==> config.mk <==
export PLATFORM = sky130hd
export DESIGN_NAME = guarded_uart_tx
export DESIGN_NICKNAME = d
export VERILOG_FILES = /design/src/rtl/txg_pkg.sv /design/src/rtl/txg_hold.sv /design/src/rtl/txg_framer.sv /design/src/rtl/guarded_uart_tx.sv
export SDC_FILE = /design/constraint.sdc
export NUM_CORES = 1
export LEC_CHECK = 0
export ABC_AREA = 1
export BUFFER_PORTS_ARGS = -buffer_cell sky130_fd_sc_hd__clkbuf_2
export CORE_AREA = 2 2 92 94
export DETAILED_ROUTE_END_ITERATION = 7
export DIE_AREA = 0 0 94 96
export GPL_ROUTABILITY_DRIVEN = 0
export HOLD_SLACK_MARGIN = 0.1
export MAX_ROUTING_LAYER = met4
export SLEW_MARGIN = 20
export SYNTH_ARGS = -nofsm -noshare
export SYNTH_HDL_FRONTEND = slang
export SYNTH_SLANG_ARGS = --single-unit
==> constraint.sdc <==
create_clock -name clk -period 2.5 [get_ports clk]
set_clock_uncertainty 0.2 [all_clocks]
set_input_delay 0.5 -clock clk [delete_from_list [all_inputs] [get_ports clk]]
set_output_delay 0.5 -clock clk [all_outputs]
set_load 0.02 [all_outputs]
==> src/rtl/txg_pkg.sv <==
package txg_pkg;
  localparam int TXG_DW = 8;
  localparam int TXG_GW = 8;

  typedef enum logic [2:0] {
    FR_IDLE  = 3'd0,
    FR_START = 3'd1,
    FR_DATA  = 3'd2,
    FR_PAR   = 3'd3,
    FR_STOP  = 3'd4,
    FR_GUARD = 3'd5
  } fr_state_e;

  localparam logic [1:0] PM_EVEN = 2'b01;
  localparam logic [1:0] PM_ODD  = 2'b10;
endpackage

==> src/rtl/txg_hold.sv <==
module txg_hold #(
  parameter int DW = txg_pkg::TXG_DW
) (
  input  logic          clk,
  input  logic          rst,
  input  logic          dis,
  input  logic          wr_ok,
  input  logic [DW-1:0] wr_data,
  input  logic [1:0]    len_code,
  input  logic          take,
  output logic          full_q,
  output logic          full_n,
  output logic [DW-1:0] data_q
);
  localparam int BASE = DW - 3;

  logic [DW-1:0] keep;

  for (genvar i = 0; i < DW; i++) begin : g_keep
    assign keep[i] = (int'(len_code) + BASE) > i;
  end

  always_comb begin
    if (dis)        full_n = 1'b0;
    else if (wr_ok) full_n = 1'b1;
    else if (take)  full_n = 1'b0;
    else            full_n = full_q;
  end

  always_ff @(posedge clk) begin
    if (rst) begin
      full_q <= 1'b0;
      data_q <= '0;
    end else begin
      full_q <= full_n;
      if (wr_ok) data_q <= wr_data & keep;
    end
  end
endmodule

==> src/rtl/txg_framer.sv <==
module txg_framer
  import txg_pkg::*;
#(
  parameter int DW = TXG_DW,
  parameter int GW = TXG_GW
) (
  input  logic          clk,
  input  logic          rst,
  input  logic          dis,
  input  logic          tick,
  input  logic          en_q,
  input  logic          hold_full,
  input  logic [DW-1:0] hold_data,
  input  logic [1:0]    len_code,
  input  logic [1:0]    par_mode,
  input  logic [GW-1:0] guard,
  output logic          take,
  output logic          idle_n,
  output logic          txd_q,
  output fr_state_e     state_q
);
  localparam int IW = $clog2(DW);

  fr_state_e     state_n;
  logic [IW-1:0] idx_q, idx_n, last_idx;
  logic [GW-1:0] gcnt_q, gcnt_n;
  logic [DW-1:0] sh_q, sh_n;
  logic          par_q, par_n, txd_n, next_char, par_on;

  assign last_idx = IW'(DW - 4) + IW'(len_code);
  assign par_on   = (par_mode == PM_EVEN) || (par_mode == PM_ODD);
  assign idle_n   = (state_n == FR_IDLE);

  always_comb begin
    state_n   = state_q;
    idx_n     = idx_q;
    gcnt_n    = gcnt_q;
    sh_n      = sh_q;
    par_n     = par_q;
    txd_n     = txd_q;
    take      = 1'b0;
    next_char = 1'b0;
    if (dis) begin
      state_n = FR_IDLE;
      txd_n   = 1'b1;
    end else if (tick) begin
      case (state_q)
        FR_IDLE: next_char = 1'b1;
        FR_START, FR_DATA: begin
          if (state_q == FR_DATA && idx_q == last_idx) begin
            state_n = par_on ? FR_PAR : FR_STOP;
            txd_n   = par_on ? par_q : 1'b1;
          end else begin
            idx_n   = (state_q == FR_START) ? '0 : idx_q + 1'b1;
            state_n = FR_DATA;
            txd_n   = sh_q[0];
            sh_n    = {1'b0, sh_q[DW-1:1]};
          end
        end
        FR_PAR: begin
          state_n = FR_STOP;
          txd_n   = 1'b1;
        end
        FR_STOP: begin
          if (guard != '0) begin
            state_n = FR_GUARD;
            gcnt_n  = GW'(1);
            txd_n   = 1'b1;
          end else begin
            next_char = 1'b1;
          end
        end
        FR_GUARD: begin
          if (gcnt_q >= guard) next_char = 1'b1;
          else                 gcnt_n = gcnt_q + 1'b1;
        end
        default: state_n = FR_IDLE;
      endcase
      if (next_char) begin
        if (hold_full && en_q) begin
          take    = 1'b1;
          sh_n    = hold_data;
          par_n   = (^hold_data) ^ (par_mode == PM_ODD);
          state_n = FR_START;
          txd_n   = 1'b0;
        end else begin
          state_n = FR_IDLE;
          txd_n   = 1'b1;
        end
      end
    end
  end

  always_ff @(posedge clk) begin
    if (rst) begin
      state_q <= FR_IDLE;
      idx_q   <= '0;
      gcnt_q  <= '0;
      sh_q    <= '0;
      par_q   <= 1'b0;
      txd_q   <= 1'b1;
    end else begin
      state_q <= state_n;
      idx_q   <= idx_n;
      gcnt_q  <= gcnt_n;
      sh_q    <= sh_n;
      par_q   <= par_n;
      txd_q   <= txd_n;
    end
  end
endmodule

==> src/rtl/guarded_uart_tx.sv <==
module guarded_uart_tx
  import txg_pkg::*;
#(
  parameter int DW = TXG_DW,
  parameter int GW = TXG_GW
) (
  input  logic          clk,
  input  logic          rst,
  input  logic          bit_tick,
  input  logic          wr_valid,
  input  logic [DW-1:0] wr_data,
  input  logic [1:0]    len_code,
  input  logic [1:0]    par_mode,
  input  logic [GW-1:0] guard_len,
  input  logic          tx_en_cmd,
  input  logic          tx_dis_cmd,
  input  logic          brk_pend,
  output logic          txd,
  output logic          txrdy,
  output logic          txempty
);
  logic          en_q, en_n, wr_ok, take, idle_n;
  logic          hold_full, hold_full_n;
  logic [DW-1:0] hold_data;
  fr_state_e     fr_state;

  assign en_n  = tx_dis_cmd ? 1'b0 : (tx_en_cmd ? 1'b1 : en_q);
  assign wr_ok = wr_valid && txrdy && !tx_dis_cmd;

  txg_hold #(.DW(DW)) u_hold (
    .clk      (clk),
    .rst      (rst),
    .dis      (tx_dis_cmd),
    .wr_ok    (wr_ok),
    .wr_data  (wr_data),
    .len_code (len_code),
    .take     (take),
    .full_q   (hold_full),
    .full_n   (hold_full_n),
    .data_q   (hold_data)
  );

  txg_framer #(.DW(DW), .GW(GW)) u_framer (
    .clk       (clk),
    .rst       (rst),
    .dis       (tx_dis_cmd),
    .tick      (bit_tick),
    .en_q      (en_q),
    .hold_full (hold_full),
    .hold_data (hold_data),
    .len_code  (len_code),
    .par_mode  (par_mode),
    .guard     (guard_len),
    .take      (take),
    .idle_n    (idle_n),
    .txd_q     (txd),
    .state_q   (fr_state)
  );

  always_ff @(posedge clk) begin
    if (rst) begin
      en_q    <= 1'b0;
      txrdy   <= 1'b0;
      txempty <= 1'b0;
    end else begin
      en_q    <= en_n;
      txrdy   <= en_n && !hold_full_n && !brk_pend;
      txempty <= en_n && !hold_full_n && idle_n;
    end
  end
endmodule

# Yosys cells after proc, flatten, opt, wreduce, memory -nomap -nowiden
# Cells that the tools add are included.
dict set report classes {
  add_sub_neg 4
  order_cmp 9
  n_eq_ne 11
  muxes 36
  bitwise 4
  n_reduce_logical 25
}
# operator n
set op_table {}
lappend op_table {{> comparator 32 x 4 -> 1 bit, second input constant} 4}
lappend op_table {{> comparator 32 x 3 -> 1 bit, second input constant} 2}
lappend op_table {{2-to-1 mux 8 bit} 6}
lappend op_table {{> comparator 32 x 2 -> 1 bit, second input constant} 1}
lappend op_table {{2-to-1 mux 3 bit} 7}
lappend op_table {{2-to-1 mux 1 bit} 19}
lappend op_table {{one-hot mux 8 bit (2 select lines)} 1}
lappend op_table {{one-hot mux 3 bit (4 select lines)} 1}
lappend op_table {{adder 8 x 1 -> 8 bit, second input constant} 1}
lappend op_table {{bitwise AND 8 bit} 1}
lappend op_table {{greater-or-equal comparator 8 bit} 1}
lappend op_table {{AND reduction 4 bit} 2}
lappend op_table {{nonzero test 8 bit} 1}
lappend op_table {{XOR reduction 8 bit} 1}
lappend op_table {{logical AND 1 bit} 7}
lappend op_table {{equality test 3 x 2 -> 1 bit, second input constant} 2}
lappend op_table {{equality test 3 bit, second input constant} 2}
lappend op_table {{logical NOT 3 bit} 2}
lappend op_table {{one-hot mux 1 bit (3 select lines)} 2}
lappend op_table {{OR reduction 2 bit} 3}
lappend op_table {{AND reduction 5 bit} 1}
lappend op_table {{adder 2 x 3 -> 4 bit, second input constant} 1}
lappend op_table {{> comparator 4 x 1 -> 1 bit, second input constant} 1}
lappend op_table {{nonzero test 4 bit} 1}
lappend op_table {{16 further kinds} 19}
dict set report word_totals {
  regBits 36
  input_bits 27
  output_inout_bits 3
}

# Depth between registers and ports, before layout
# Gate-level depths: netlist of run 1.
dict set report depth {
  ltp_word 14
  ltp_mapped 16
}

# Modules after synthesis
# From an unflattened synthesis of run 1, not the netlist that was laid out.
dict set report hier_totals {
  cells_unflattened 399
  hier_area_um2 2549.9
}
# mod n_inst cells_per_inst area_per_inst_um2
set modules_own_cells {}
lappend modules_own_cells {txg_framer 1 336 2093.3}
lappend modules_own_cells {txg_hold 1 47 345.3}
lappend modules_own_cells {guarded_uart_tx 1 16 111.4}

# Worst setup path before layout of run 1
# OpenSTA, ideal clock, no wires.
dict set report synth_timing {
  path_type {input port to flip-flop}
  start {input port guard_len[7]}
  end {register u_framer.gcnt_q[3]}
  setup_time_ns 0.118
  t_arrival_ns 1.781
  t_required_ns 2.182
  setup_slack_ns 0.401
  stages 11
  path_cell_list {inv_1 ha_1 a21o_1 nor2_1 nand3_1 nand2_2 nand4_2 o21ai_1 inv_1 nand2_1 nor2_1}
}
dict set report synth_via {
  elab_chain_len 3
  elab_cells_between_ends 5
  cone_classes {order compare (1); eq/ne (2); reduce/logical (2)}
}
# item line
set synth_lines {}
lappend synth_lines {{start: declaration} guarded_uart_tx.sv:14} ;# input logic [GW-1:0] guard_len,
lappend synth_lines {{greater-or-equal comparator 8 bit or nonzero test 8 bit (tied branches)} {txg_framer.sv:74, txg_framer.sv:65}}
lappend synth_lines {{!= test 2 bit (no line) or != test 2 x 1 -> 1 bit (tied branches)} --}
lappend synth_lines {{AND reduction 5 bit (no line) (*)} --}
lappend synth_lines {{end signal: assignment} txg_framer.sv:105} ;# gcnt_q <= gcnt_n;
lappend synth_lines {{end: declaration} txg_framer.sv:26} ;# logic [GW-1:0] gcnt_q, gcnt_n;
# Mark *: on every way between the ends. The rest lies on a longest branch, timed or not.
# A chain may end at the register's enable or synchronous reset.

# Final worst setup path of run 1
dict set report layout_timing {
  start {register u_framer.gcnt_q[5]}
  end {register txrdy}
}
dict set report layout_via {
  elab_chain_len 14
}
# item line
set layout_lines {}
lappend layout_lines {{greater-or-equal comparator 8 bit} txg_framer.sv:74} ;# if (gcnt_q >= guard) next_char = 1'b1;
lappend layout_lines {{2-to-1 mux 1 bit} txg_framer.sv:74}
lappend layout_lines {{one-hot mux 1 bit (3 select lines)} txg_framer.sv:47} ;# case (state_q)
lappend layout_lines {{2-to-1 mux 1 bit} txg_framer.sv:46} ;# end else if (tick) begin
lappend layout_lines {{2-to-1 mux 1 bit} txg_framer.sv:43} ;# if (dis) begin
lappend layout_lines {{2-to-1 mux 1 bit} txg_framer.sv:79} ;# if (next_char) begin
lappend layout_lines {{2-to-1 mux 1 bit} txg_framer.sv:46}
lappend layout_lines {{2-to-1 mux 1 bit} txg_framer.sv:43}
lappend layout_lines {{2-to-1 mux 1 bit} txg_hold.sv:26} ;# else if (take) full_n = 1'b0;
lappend layout_lines {{2-to-1 mux 1 bit} txg_hold.sv:25} ;# else if (wr_ok) full_n = 1'b1;
lappend layout_lines {{2-to-1 mux 1 bit} txg_hold.sv:24} ;# if (dis) full_n = 1'b0;
lappend layout_lines {{logical NOT 1 bit} guarded_uart_tx.sv:67} ;# txrdy <= en_n && !hold_full_n && !brk_pend;
lappend layout_lines {{logical AND 1 bit (2 in series)} guarded_uart_tx.sv:67}
lappend layout_lines {{end signal: assignment} guarded_uart_tx.sv:67}
lappend layout_lines {{end: declaration} guarded_uart_tx.sv:19} ;# output logic txrdy,
# No other way between the ends. The select of a mux whose other input is x is not followed.

==> flow_results.xml, run 1 <==
<?xml version="1.0" encoding="UTF-8"?>
<metrics>
  <group name="floorplanning">
    <metric name="starting_density" unit="%">29.2</metric>
    <metric name="rows" unit="">33</metric>
    <metric name="top_level_ports" unit="">30</metric>
    <metric name="die_width" unit="um">94</metric>
    <metric name="core" unit="sq um">8050</metric>
    <metric name="die_h" unit="um">96</metric>
    <metric name="dieArea" unit="sq um">9020</metric>
  </group>
  <group name="synthesis">
    <metric name="mappedNetlistArea" unit="sq um">2350</metric>
    <metric name="synth_warnings" unit="">0</metric>
    <metric name="syn-instance-count" unit="">355</metric>
    <metric name="synthesis.area_per_instance" unit="sq um">6.63</metric>
    <metric name="seq_area_frac_synth" unit="%">30.6</metric>
    <metric name="synth_cell_type_count" unit="">33</metric>
    <metric name="postSynthRegisterBits" unit="">36</metric>
    <metric name="post_synth_arst_share" unit="%">0</metric>
    <metric name="synth_edf_count" unit="">0</metric>
    <metric name="syn-num-nets" unit="">397</metric>
    <metric name="flip_flop_cell_with_the_highest_count_after_synthesis" unit="">sky130_fd_sc_hd__dfxtp_1</metric>
  </group>
  <group name="detailed_routing">
    <metric name="routed-via-count" unit="">2243</metric>
    <metric name="antenna_violating_nets_post_route" unit="">0</metric>
    <metric name="detail_route.vias_per_cell" unit="">4.53</metric>
    <metric name="detail_route.drc_violations" unit="">0</metric>
    <metric name="totalWireLength" unit="mm">5.34</metric>
    <metric name="drtIter0Drc" unit="">107</metric>
    <metric name="detailedRoute.firstPassIterationCount" unit="">4</metric>
    <metric name="routed_wire_length_per_instance" unit="um">10.8</metric>
  </group>
  <group name="timing">
    <metric name="rsz0062_at_grt" unit="">no</metric>
    <metric name="layout_worst_path_cycle_share" unit="%">86.7</metric>
    <metric name="worst_hold_slack" unit="ns">0.255</metric>
    <metric name="report.final.slew_viol_count" unit="">0</metric>
    <metric name="setup_viol_count_final" unit="">0</metric>
    <metric name="transition_time_of_the_tightest_slew_check_pin" unit="ns">0.325</metric>
    <metric name="final_hold_viol_count" unit="">0</metric>
    <metric name="tns" unit="ns">0</metric>
    <metric name="fin_crit" unit="ns">2.17</metric>
    <metric name="relSlewSlack" unit="%">78.3</metric>
    <metric name="timing.fmax" unit="MHz">461</metric>
  </group>
  <group name="worst_setup_path">
    <metric name="worst_setup_path_endpoint" unit="">txrdy</metric>
    <metric name="timing.critical_path.arrival" unit="ns">2.15</metric>
    <metric name="setup.worst_path.class" unit="">reg2reg</metric>
    <metric name="timing.rr.start" unit="">u_framer.gcnt_q[5]</metric>
    <metric name="cp-start-kind" unit="">flop</metric>
    <metric name="worst-path-max-fanout" unit="">10</metric>
    <metric name="r2r-end" unit="">txrdy</metric>
    <metric name="end_kind" unit="">flop</metric>
    <metric name="rr_worst_depth" unit="">10</metric>
    <metric name="startpoint" unit="">u_framer.gcnt_q[5]</metric>
    <metric name="critical_path_required" unit="ns">2.49</metric>
    <metric name="reg2reg_slack" unit="ns">0.33</metric>
  </group>
  <group name="pwr">
    <metric name="p_leak" unit="nW">1.29</metric>
    <metric name="worst_ir_drop_on_vdd" unit="uV">211</metric>
    <metric name="power_density" unit="nW/um^2">423</metric>
    <metric name="report.power.total" unit="mW">1.15</metric>
  </group>
  <group name="global_routing">
    <metric name="globalRouteOverflowTotal" unit="">0</metric>
    <metric name="grt_antenna_before_repair" unit="">0</metric>
    <metric name="grt_max_degree" unit="">27</metric>
    <metric name="groute.usage.overall" unit="%">13.5</metric>
    <metric name="grt_first_pass_wirelength" unit="mm">9.45</metric>
    <metric name="number_of_global_route_vias_before_repair" unit="">2117</metric>
  </group>
  <group name="clock_tree">
    <metric name="path_clk_slew" unit="ns">0.07</metric>
    <metric name="cts_max_path_buffers" unit="">2</metric>
    <metric name="cts-htree-levels" unit="">2</metric>
    <metric name="postCtsSetupBuffers" unit="">0</metric>
    <metric name="ctsHoldBuffers" unit="">0</metric>
    <metric name="cts_resized" unit="">0</metric>
    <metric name="cts_sinks" unit="">36</metric>
    <metric name="cts_root_buffer" unit="">sky130_fd_sc_hd__clkbuf_8</metric>
    <metric name="cts_tree" unit="">yes</metric>
    <metric name="numCtsBuffers" unit="">5</metric>
    <metric name="clock_insertion_delay_at_the_later_pin_of_the_skew_report" unit="ns">0.29</metric>
  </group>
  <group name="layout">
    <metric name="finish.instance_area" unit="sq um">2720</metric>
    <metric name="area_growth" unit="%">15.6</metric>
    <metric name="final_non_filler_cell_total" unit="">495</metric>
    <metric name="finalNetCount" unit="">431</metric>
    <metric name="antenna-diode-count" unit="">0</metric>
    <metric name="post_route_cells_drive_above_1_share" unit="%">14.9</metric>
  </group>
  <group name="placed_design">
    <metric name="place_inst" unit="">487</metric>
    <metric name="placed_area" unit="sq um">2630</metric>
    <metric name="hpwlAfterDp" unit="mm">4.24</metric>
    <metric name="port-buffer-count" unit="">29</metric>
  </group>
  <group name="run_status">
    <metric name="status" unit="">complete, no violations</metric>
  </group>
  <group name="job">
    <metric name="max_cap_violations" unit="">0</metric>
  </group>
  <group name="worst_hold_path">
    <metric name="timing.hold.worst.class" unit="">in2reg</metric>
  </group>
</metrics>
-- cells in the mapped netlist (2+ instances only) --
cell | instances | share of area, %
sky130_fd_sc_hd__inv_2 | 3 | 0.48
sky130_fd_sc_hd__nand2_1 | 106 | 17
sky130_fd_sc_hd__o21ai_1 | 4 | 0.85
sky130_fd_sc_hd__o21ai_0 | 9 | 1.9
sky130_fd_sc_hd__clkbuf_1 | 3 | 0.48
sky130_fd_sc_hd__dfxtp_1 | 36 | 31
sky130_fd_sc_hd__nand2_2 | 2 | 0.53
sky130_fd_sc_hd__nor3_1 | 3 | 0.64
sky130_fd_sc_hd__xnor2_1 | 6 | 2.2
sky130_fd_sc_hd__nand2_4 | 3 | 1.4
sky130_fd_sc_hd__nor2_4 | 2 | 0.96
sky130_fd_sc_hd__xor2_1 | 6 | 2.2
sky130_fd_sc_hd__ha_1 | 15 | 8.0
sky130_fd_sc_hd__nor2_1 | 39 | 6.2
sky130_fd_sc_hd__a31oi_1 | 2 | 0.53
sky130_fd_sc_hd__a21oi_1 | 26 | 5.5
sky130_fd_sc_hd__nand3_2 | 4 | 1.7
sky130_fd_sc_hd__buf_2 | 2 | 0.43
sky130_fd_sc_hd__nand4_1 | 6 | 1.6
sky130_fd_sc_hd__inv_1 | 32 | 5.1
sky130_fd_sc_hd__nand3_1 | 34 | 7.2
-- critical path, cell delays in order (launching register included) --
cell and delay [ns]:
sky130_fd_sc_hd__dfxtp_1 0.42, sky130_fd_sc_hd__ha_1 0.28, sky130_fd_sc_hd__a21oi_1 0.13, sky130_fd_sc_hd__nor2_1 0.05, sky130_fd_sc_hd__nor2_1 0.09, sky130_fd_sc_hd__nand3_1 0.11
sky130_fd_sc_hd__nand2_2 0.13, sky130_fd_sc_hd__nand3_2 0.20, sky130_fd_sc_hd__nand3_2 0.17, sky130_fd_sc_hd__nand3_1 0.12, sky130_fd_sc_hd__and3_1 0.16
-- metal layers --
layer | part of all wire [%] | GRT usage, % | up-vias | wire (um)
met2 | 47 | 22.1 | 35 | 2490
met3 | 3.4 | 3.05 | 6 | 179
met1 | 49 | 16.8 | 983 | 2600
li1 | - | - | 1219 | -
met5 | 0 | - | - | 0
met4 | 1.3 | 3.99 | 0 | 71
-- how the worst min path moves through the flow --
stage                            startpoint           endpoint  slack, ns  cells after the start
after floorplan           u_framer.idx_q[2]  u_framer.idx_q[2]       0.23                      1
after global placement    u_framer.idx_q[2]  u_framer.idx_q[2]       0.24                      1
after detailed placement  u_framer.idx_q[2]  u_framer.idx_q[2]       0.26                      1
after CTS                        wr_data[1]   u_hold.data_q[1]       0.25                      3
after global routing             wr_data[0]   u_hold.data_q[0]       0.26                      3
final                            wr_data[1]   u_hold.data_q[1]       0.26                      3
-- power breakdown --
part	switching [mW]	internal, mW	total, mW
clock network	0.209	0.224	0.433
registers	0.00524	0.580	0.585
logic	0.0849	0.0480	0.133
-- per-stage QoR --
step	util, %	worst slack [ns]
after floorplan	-	0.401
after global placement	32.6	0.139
after detailed placement	32.6	0.0889
after CTS	33.8	0.332
after global routing	33.8	0.104
final	33.8	0.333
-- registers in the layout (all words and copies together) (netlist names) --
register,flops
txrdy,1
u_framer.idx_q,3
txempty,1
u_framer.par_q,1
u_hold.full_q,1
u_framer.txd_q,1
u_framer.sh_q,8
en_q,1
u_hold.data_q,8
u_framer.state_q,3
u_framer.gcnt_q,8
-- cell families (layout without fill, tap and decap cells) --
| family | after synthesis | in the layout | synth area share, % |
|---|---|---|---|
| compound gates | 45 | 45 | 10.2 |
| xor+xnor | 12 | 12 | 4.46 |
| fa+ha+maj | 15 | 15 | 7.97 |
| buf+inv | 42 | 77 | 7.12 |
| flops | 36 | 36 | 30.6 |
| simple gates | 205 | 205 | 39.6 |
-- cell usage in the layout, fill, tap and decap left out, drive strengths merged, types with 2 or more instances in the layout --
cell    instances
a21oi          26
a31oi           2
buf             4
clkbuf         36
dfxtp          36
ha             15
inv            35
nand2         111
nand3          39
nand4           7
nor2           42
nor3            3
o21ai          14
xnor2           6
xor2            6
-- cell type report --
cell class	count	area, sq um
fill	876	5330
timing repair buffer	33	175
inverter	36	135
clock buffer	7	86.3
clock inverter	1	7.51
multi-input combinational	277	1470
sequential	36	721
tap	105	131
(Power assumes the default switching activity.)
==> inputs of run 2 (changes only) <==
- RECOVER_POWER: not set -> 50
==> flow_results.xml, run 2 (synthesis gave the netlist of run 1 again) <==
<?xml version="1.0" encoding="UTF-8"?>
<metrics>
  <group name="worst_setup_path">
    <metric name="most_frequent_cp_cell" unit="">sky130_fd_sc_hd__nor2_1</metric>
    <metric name="cpPeakStageDelay" unit="ns">0.40</metric>
    <metric name="end_kind" unit="">flop</metric>
    <metric name="critical_path_required" unit="ns">2.52</metric>
    <metric name="worst-path-max-fanout" unit="">12</metric>
    <metric name="critPathTopFamily" unit="">simple AND/OR/NAND/NOR gates</metric>
    <metric name="critical-path-slowest-cell" unit="">sky130_fd_sc_hd__dfxtp_1</metric>
    <metric name="cp-start-kind" unit="">flop</metric>
    <metric name="timing.critical_path.arrival" unit="ns">2.25</metric>
    <metric name="cp_cell_sequence" unit="">inv_1 -&gt; nand3_4 -&gt; nor2_4 -&gt; nand2_1 -&gt; nand2_4 -&gt; nor2_1 -&gt; inv_2 -&gt; nor2_1 -&gt; o221ai_1 -&gt; a21oi_1</metric>
    <metric name="timing.critical_path.buf_inv" unit="">2</metric>
    <metric name="setup.worst_path.class" unit="">reg2reg</metric>
  </group>
  <group name="timing">
    <metric name="setup_viol_count_final" unit="">0</metric>
    <metric name="fin_crit" unit="ns">2.23</metric>
    <metric name="final_hold_viol_count" unit="">0</metric>
    <metric name="timing.fmax" unit="MHz">448</metric>
    <metric name="rsz0062_at_grt" unit="">no</metric>
    <metric name="report.final.slew_viol_count" unit="">0</metric>
    <metric name="relSlewSlack" unit="%">69.5</metric>
    <metric name="transition_time_of_the_tightest_slew_check_pin" unit="ns">0.456</metric>
    <metric name="layout_worst_path_cycle_share" unit="%">89.2</metric>
    <metric name="tns" unit="ns">0</metric>
  </group>
  <group name="pwr">
    <metric name="power_density" unit="nW/um^2">425</metric>
    <metric name="switching_share" unit="%">25.9</metric>
    <metric name="seqPwrFrac" unit="%">50.9</metric>
    <metric name="p_leak" unit="nW">1.26</metric>
    <metric name="internal_power" unit="uW">850</metric>
    <metric name="share_comb_of_total_power" unit="%">11.4</metric>
    <metric name="power_switching" unit="uW">298</metric>
    <metric name="share_clk_of_total_power" unit="%">37.6</metric>
    <metric name="worst_ir_drop_on_vdd" unit="uV">212</metric>
  </group>
  <group name="clock_tree">
    <metric name="cts_resized" unit="">0</metric>
    <metric name="numCtsBuffers" unit="">5</metric>
    <metric name="cts_tree" unit="">yes</metric>
    <metric name="cts_root_buffer" unit="">sky130_fd_sc_hd__clkbuf_8</metric>
    <metric name="postCtsSetupBuffers" unit="">0</metric>
    <metric name="cts-htree-levels" unit="">2</metric>
    <metric name="cts_max_path_buffers" unit="">2</metric>
    <metric name="ctsHoldBuffers" unit="">0</metric>
    <metric name="cts_sinks" unit="">36</metric>
    <metric name="path_clk_slew" unit="ns">0.07</metric>
    <metric name="clock_insertion_delay_at_the_later_pin_of_the_skew_report" unit="ns">0.29</metric>
  </group>
  <group name="detailed_routing">
    <metric name="detail_route.vias_per_cell" unit="">4.53</metric>
    <metric name="antenna_violating_nets_post_route" unit="">0</metric>
    <metric name="detailedRoute.firstPassIterationCount" unit="">4</metric>
    <metric name="routed_wire_length_per_instance" unit="um">10.8</metric>
    <metric name="routed-via-count" unit="">2242</metric>
    <metric name="totalWireLength" unit="mm">5.34</metric>
    <metric name="detail_route.drc_violations" unit="">0</metric>
    <metric name="drtIter0Drc" unit="">100</metric>
  </group>
  <group name="floorplanning">
    <metric name="top_level_ports" unit="">30</metric>
    <metric name="dieArea" unit="sq um">9020</metric>
    <metric name="rows" unit="">33</metric>
    <metric name="die_h" unit="um">96</metric>
    <metric name="starting_density" unit="%">29.2</metric>
    <metric name="core" unit="sq um">8050</metric>
    <metric name="die_width" unit="um">94</metric>
  </group>
  <group name="global_routing">
    <metric name="grt.met3_usage" unit="%">3.05</metric>
    <metric name="globalRouteOverflowTotal" unit="">0</metric>
    <metric name="grt_antenna_before_repair" unit="">0</metric>
    <metric name="grt_busiest_layer" unit="">met2</metric>
    <metric name="groute.usage.overall" unit="%">13.5</metric>
    <metric name="number_of_global_route_vias_before_repair" unit="">2117</metric>
    <metric name="grt_max_degree" unit="">27</metric>
    <metric name="groute.layer.met2.usage" unit="%">22.1</metric>
    <metric name="globalRouteMet1Util" unit="%">16.8</metric>
    <metric name="grt_first_pass_wirelength" unit="mm">9.45</metric>
  </group>
  <group name="placed_design">
    <metric name="placed_area" unit="sq um">2630</metric>
    <metric name="port-buffer-count" unit="">29</metric>
    <metric name="hpwlAfterDp" unit="mm">4.24</metric>
  </group>
  <group name="layout">
    <metric name="layout_commonest_cell" unit="">sky130_fd_sc_hd__nand2_1</metric>
    <metric name="finalNetCount" unit="">431</metric>
    <metric name="post_route_cells_drive_above_1_share" unit="%">12.8</metric>
    <metric name="antenna-diode-count" unit="">0</metric>
    <metric name="mostFrequentLayoutCells" unit="">sky130_fd_sc_hd__nand2_1 (107), sky130_fd_sc_hd__nor2_1 (40), sky130_fd_sc_hd__dfxtp_1 (36), sky130_fd_sc_hd__nand3_1 (34), sky130_fd_sc_hd__inv_1 (33)</metric>
    <metric name="reg.largest.list" unit="">u_framer.gcnt_q (8), u_framer.sh_q (8), u_hold.data_q (8)</metric>
    <metric name="area_growth" unit="%">14.8</metric>
    <metric name="finish.instance_area" unit="sq um">2700</metric>
  </group>
  <group name="worst_hold_path">
    <metric name="timing.hold.worst.class" unit="">in2reg</metric>
  </group>
  <group name="run_status">
    <metric name="status" unit="">complete, no violations</metric>
  </group>
  <group name="job">
    <metric name="max_cap_violations" unit="">0</metric>
  </group>
</metrics>
## run 2: power groups by stage
stage	Clock (mW)	Combinational, mW	Sequential, mW
finish	0.432	0.131	0.585
global route	0.475	0.151	0.586
CTS	0.449	0.134	0.585
detailed placement	0	0.134	0.598
global placement	0	0.132	0.598
floorplan	0	0.0827	0.599
## run 2: path summary, 6_finish.rpt
kind | from | end | slack [ns] | depth (start not counted)
min reg2reg | u_framer.idx_q[2] | u_framer.idx_q[2] | 0.26 | 1
min | wr_data[5] | u_hold.data_q[5] | 0.26 | 3
max reg2reg | u_framer.state_q[2] | u_framer.idx_q[2] | 0.27 | 10
max | u_framer.state_q[2] | u_framer.idx_q[2] | 0.27 | 10
## run 2: area by class of cell
class	instances	area (sq um)
Sequential cell	36	721
Multi-Input combinational cell	277	1460
Clock inverter	1	7.51
Clock buffer	7	86.3
Tap cell	105	131
Inverter	36	135
Fill cell	885	5350
Timing Repair Buffer	33	166
## run 2: metal layers
layer	part of all wire, %	routed length, um	vias up
met2	47	2520	34
met1	48	2590	986
met4	1.2	63	0
met3	3.0	162	4
met5	0	0	-
li1	-	-	1218
## run 2: worst min-delay path, cell delays in order
cell,delay [ns]
sky130_fd_sc_hd__clkbuf_2,0.08
sky130_fd_sc_hd__nand3b_1,0.07
sky130_fd_sc_hd__a21oi_1,0.05
## run 2: metrics by stage
| stage | utilization, % | total power [mW] | hold WS [ns] | worst slack, ns | cells |
|---|---|---|---|---|---|
| global route | 33.6 | 1.21 | 0.260 | 0.0537 | 495 |
| CTS | 33.8 | 1.17 | 0.249 | 0.332 | 495 |
| global placement | 32.6 | 0.730 | 0.244 | 0.139 | 487 |
| detailed placement | 32.6 | 0.732 | 0.257 | 0.0889 | 487 |
| finish | 33.6 | 1.15 | 0.259 | 0.269 | 495 |
| floorplan | - | 0.682 | 0.229 | 0.401 | 355 |
==> inputs of run 3 (changes only) <==
- clock period: 2.5 -> 1.85 ns (I/O delays scaled with it)
==> flow_results.xml, run 3 (synthesis gave the netlist of run 1 again) <==
<?xml version="1.0" encoding="UTF-8"?>
<metrics>
  <group name="run_status">
    <metric name="status" unit="">finished, violations left</metric>
    <metric name="violated_checks" unit="">setup timing</metric>
  </group>
  <group name="job">
    <metric name="max_cap_violations" unit="">0</metric>
  </group>
  <group name="timing">
    <metric name="rsz0062_at_grt" unit="">yes</metric>
    <metric name="tns" unit="ns">-1.04</metric>
    <metric name="setup_slack" unit="ns">-0.0995</metric>
    <metric name="report.final.slew_viol_count" unit="">0</metric>
    <metric name="final_hold_viol_count" unit="">0</metric>
    <metric name="setup_viol_count_final" unit="">21</metric>
    <metric name="relSlewSlack" unit="%">77.4</metric>
    <metric name="layout_worst_path_cycle_share" unit="%">105</metric>
    <metric name="timing.fmax" unit="MHz">513</metric>
    <metric name="fin_crit" unit="ns">1.95</metric>
    <metric name="transition_time_of_the_tightest_slew_check_pin" unit="ns">0.336</metric>
  </group>
  <group name="floorplanning">
    <metric name="core" unit="sq um">8050</metric>
    <metric name="die_h" unit="um">96</metric>
    <metric name="top_level_ports" unit="">30</metric>
    <metric name="starting_density" unit="%">29.2</metric>
    <metric name="dieArea" unit="sq um">9020</metric>
    <metric name="rows" unit="">33</metric>
    <metric name="die_width" unit="um">94</metric>
  </group>
  <group name="layout">
    <metric name="finalNetCount" unit="">467</metric>
    <metric name="reg.largest.list" unit="">u_framer.gcnt_q (8), u_framer.sh_q (8), u_hold.data_q (8)</metric>
    <metric name="final_non_filler_cell_total" unit="">531</metric>
    <metric name="area_growth" unit="%">41.3</metric>
    <metric name="num-fill-cells" unit="">837</metric>
    <metric name="finish.instance_area" unit="sq um">3330</metric>
    <metric name="antenna-diode-count" unit="">0</metric>
    <metric name="layout_commonest_cell" unit="">sky130_fd_sc_hd__nand2_1</metric>
    <metric name="register_area" unit="sq um">737</metric>
    <metric name="post_route_cells_drive_above_1_share" unit="%">35.0</metric>
    <metric name="mostFrequentLayoutCells" unit="">sky130_fd_sc_hd__nand2_1 (94), sky130_fd_sc_hd__buf_4 (38), sky130_fd_sc_hd__nor2_1 (34), sky130_fd_sc_hd__nand3_1 (31), sky130_fd_sc_hd__dfxtp_1 (27)</metric>
    <metric name="multi_input_gate_area" unit="sq um">1740</metric>
  </group>
  <group name="worst_setup_path">
    <metric name="reg2reg_slack" unit="ns">-0.1</metric>
    <metric name="startpoint" unit="">u_framer.gcnt_q[5]</metric>
    <metric name="setup.worst_path.class" unit="">reg2reg</metric>
    <metric name="cp-start-kind" unit="">flop</metric>
    <metric name="cpPeakStageDelay" unit="ns">0.36</metric>
    <metric name="critical_path_required" unit="ns">1.83</metric>
    <metric name="cp_cell_sequence" unit="">ha_4 -&gt; a21oi_2 -&gt; nor2_2 -&gt; nor2_2 -&gt; nand3_2 -&gt; nand2_4 -&gt; nand2_4 -&gt; nor2_4 -&gt; buf_4 -&gt; nand4_1 -&gt; nand2_1 -&gt; nor2_1</metric>
    <metric name="worst_setup_path_endpoint" unit="">u_framer.gcnt_q[4]</metric>
    <metric name="worst-path-max-fanout" unit="">6</metric>
    <metric name="timing.rr.start" unit="">u_framer.gcnt_q[5]</metric>
    <metric name="timing.critical_path.arrival" unit="ns">1.93</metric>
    <metric name="critical-path-slowest-cell" unit="">sky130_fd_sc_hd__dfxtp_4</metric>
    <metric name="r2r-end" unit="">u_framer.gcnt_q[4]</metric>
    <metric name="rr_worst_depth" unit="">12</metric>
    <metric name="end_kind" unit="">flop</metric>
  </group>
  <group name="global_routing">
    <metric name="groute.usage.overall" unit="%">14.3</metric>
    <metric name="grt_antenna_before_repair" unit="">0</metric>
    <metric name="number_of_global_route_vias_before_repair" unit="">2321</metric>
    <metric name="globalRouteOverflowTotal" unit="">0</metric>
    <metric name="grt_max_degree" unit="">16</metric>
    <metric name="grt_first_pass_wirelength" unit="mm">10.1</metric>
  </group>
  <group name="clock_tree">
    <metric name="cts_tree" unit="">yes</metric>
    <metric name="cts_root_buffer" unit="">sky130_fd_sc_hd__clkbuf_8</metric>
    <metric name="clock_insertion_delay_at_the_later_pin_of_the_skew_report" unit="ns">0.29</metric>
    <metric name="cts_max_path_buffers" unit="">2</metric>
    <metric name="ctsHoldBuffers" unit="">0</metric>
    <metric name="numCtsBuffers" unit="">5</metric>
    <metric name="cts_sinks" unit="">36</metric>
    <metric name="cts-htree-levels" unit="">2</metric>
    <metric name="path_clk_slew" unit="ns">0.07</metric>
  </group>
  <group name="placed_design">
    <metric name="place_inst" unit="">517</metric>
    <metric name="hpwlAfterDp" unit="mm">4.65</metric>
    <metric name="port-buffer-count" unit="">29</metric>
    <metric name="pre_cts_setup_slack" unit="ns">-0.354</metric>
    <metric name="placed_area" unit="sq um">2970</metric>
  </group>
  <group name="detailed_routing">
    <metric name="drtIter0Drc" unit="">115</metric>
    <metric name="antenna_violating_nets_post_route" unit="">0</metric>
    <metric name="detail_route.vias_per_cell" unit="">4.58</metric>
    <metric name="detail_route.drc_violations" unit="">0</metric>
    <metric name="totalWireLength" unit="mm">6.10</metric>
    <metric name="detailedRoute.firstPassIterationCount" unit="">5</metric>
    <metric name="routed_wire_length_per_instance" unit="um">11.5</metric>
    <metric name="routed-via-count" unit="">2433</metric>
  </group>
  <group name="pwr">
    <metric name="p_leak" unit="nW">1.48</metric>
    <metric name="worst_ir_drop_on_vdd" unit="uV">361</metric>
    <metric name="power_density" unit="nW/um^2">544</metric>
    <metric name="report.power.total" unit="mW">1.81</metric>
  </group>
  <group name="worst_hold_path">
    <metric name="timing.hold.worst.class" unit="">in2reg</metric>
    <metric name="hold_path.startpoint" unit="">wr_data[7]</metric>
  </group>
</metrics>
[run 3: changes by cell type in the layout (fill, tap and decap cells not counted), sizes merged]
cell / change
clkbuf: -1
buf: +36
bufinv: +1
clkinvlp: -1
nand2: +1
[run 3: repair_timing]
item / 4_1_cts / 5_1_grt
setup buffers: 0 / 5
resized for setup: 18 / 40
pin swaps: 14 / 30
cloned: 0 / 1
endpoints found under the setup margin: 24 / 25
[run 3: worst max-delay path, delay by kind of cell (launching register included)]
family                     cells  cell delay (ns)
buffers and inverters          1             0.14
AOI/OAI and AO/OA              1             0.12
adders and majority gates      1             0.22
DFF                            1             0.36
and+or+nand+nor                9             0.80
[run 3: layer usage]
layer	vias to the layer above	wire length (um)	GRT usage, %
met2	47	3110	25.5
met3	11	226	2.19
met5	-	0	-
met4	0	114	4.59
li1	1292	-	-
met1	1083	2650	16.4
[run 3: worst min path at each step]
stage / endpoint / slack [ns] / cells after the start
finish: u_hold.data_q[7] / 0.13 / 3
global route: u_hold.data_q[4] / 0.14 / 3
CTS: u_hold.data_q[7] / 0.12 / 3
detailed placement: u_framer.idx_q[2] / 0.26 / 1
global placement: u_framer.idx_q[2] / 0.25 / 1
floorplan: u_framer.idx_q[2] / 0.23 / 1
[run 3: where the power goes]
group          internal, mW  leakage (nW)  switching, mW
sequential            0.780         0.296        0.00737
combinational         0.108          1.12          0.147
clock                 0.476        0.0645          0.291
total                  1.36          1.48          0.445
[run 3: area by class of cell]
type	instances	share of cell area (%)
inverters	36	4.51
flip-flops and latches	36	22.2
multi-input cells	278	52.4
repair buffers	68	13.2
clock inverters	1	0.903
clock buffers	7	2.90
well taps	105	3.95
[run 3: metrics by stage]
step                      hold slack [ns]  util [%]
after floorplan                     0.229         -
after global placement              0.246      36.9
after detailed placement            0.258      36.9
after CTS                           0.121      39.2
after global routing                0.142      41.3
final                               0.131      41.3
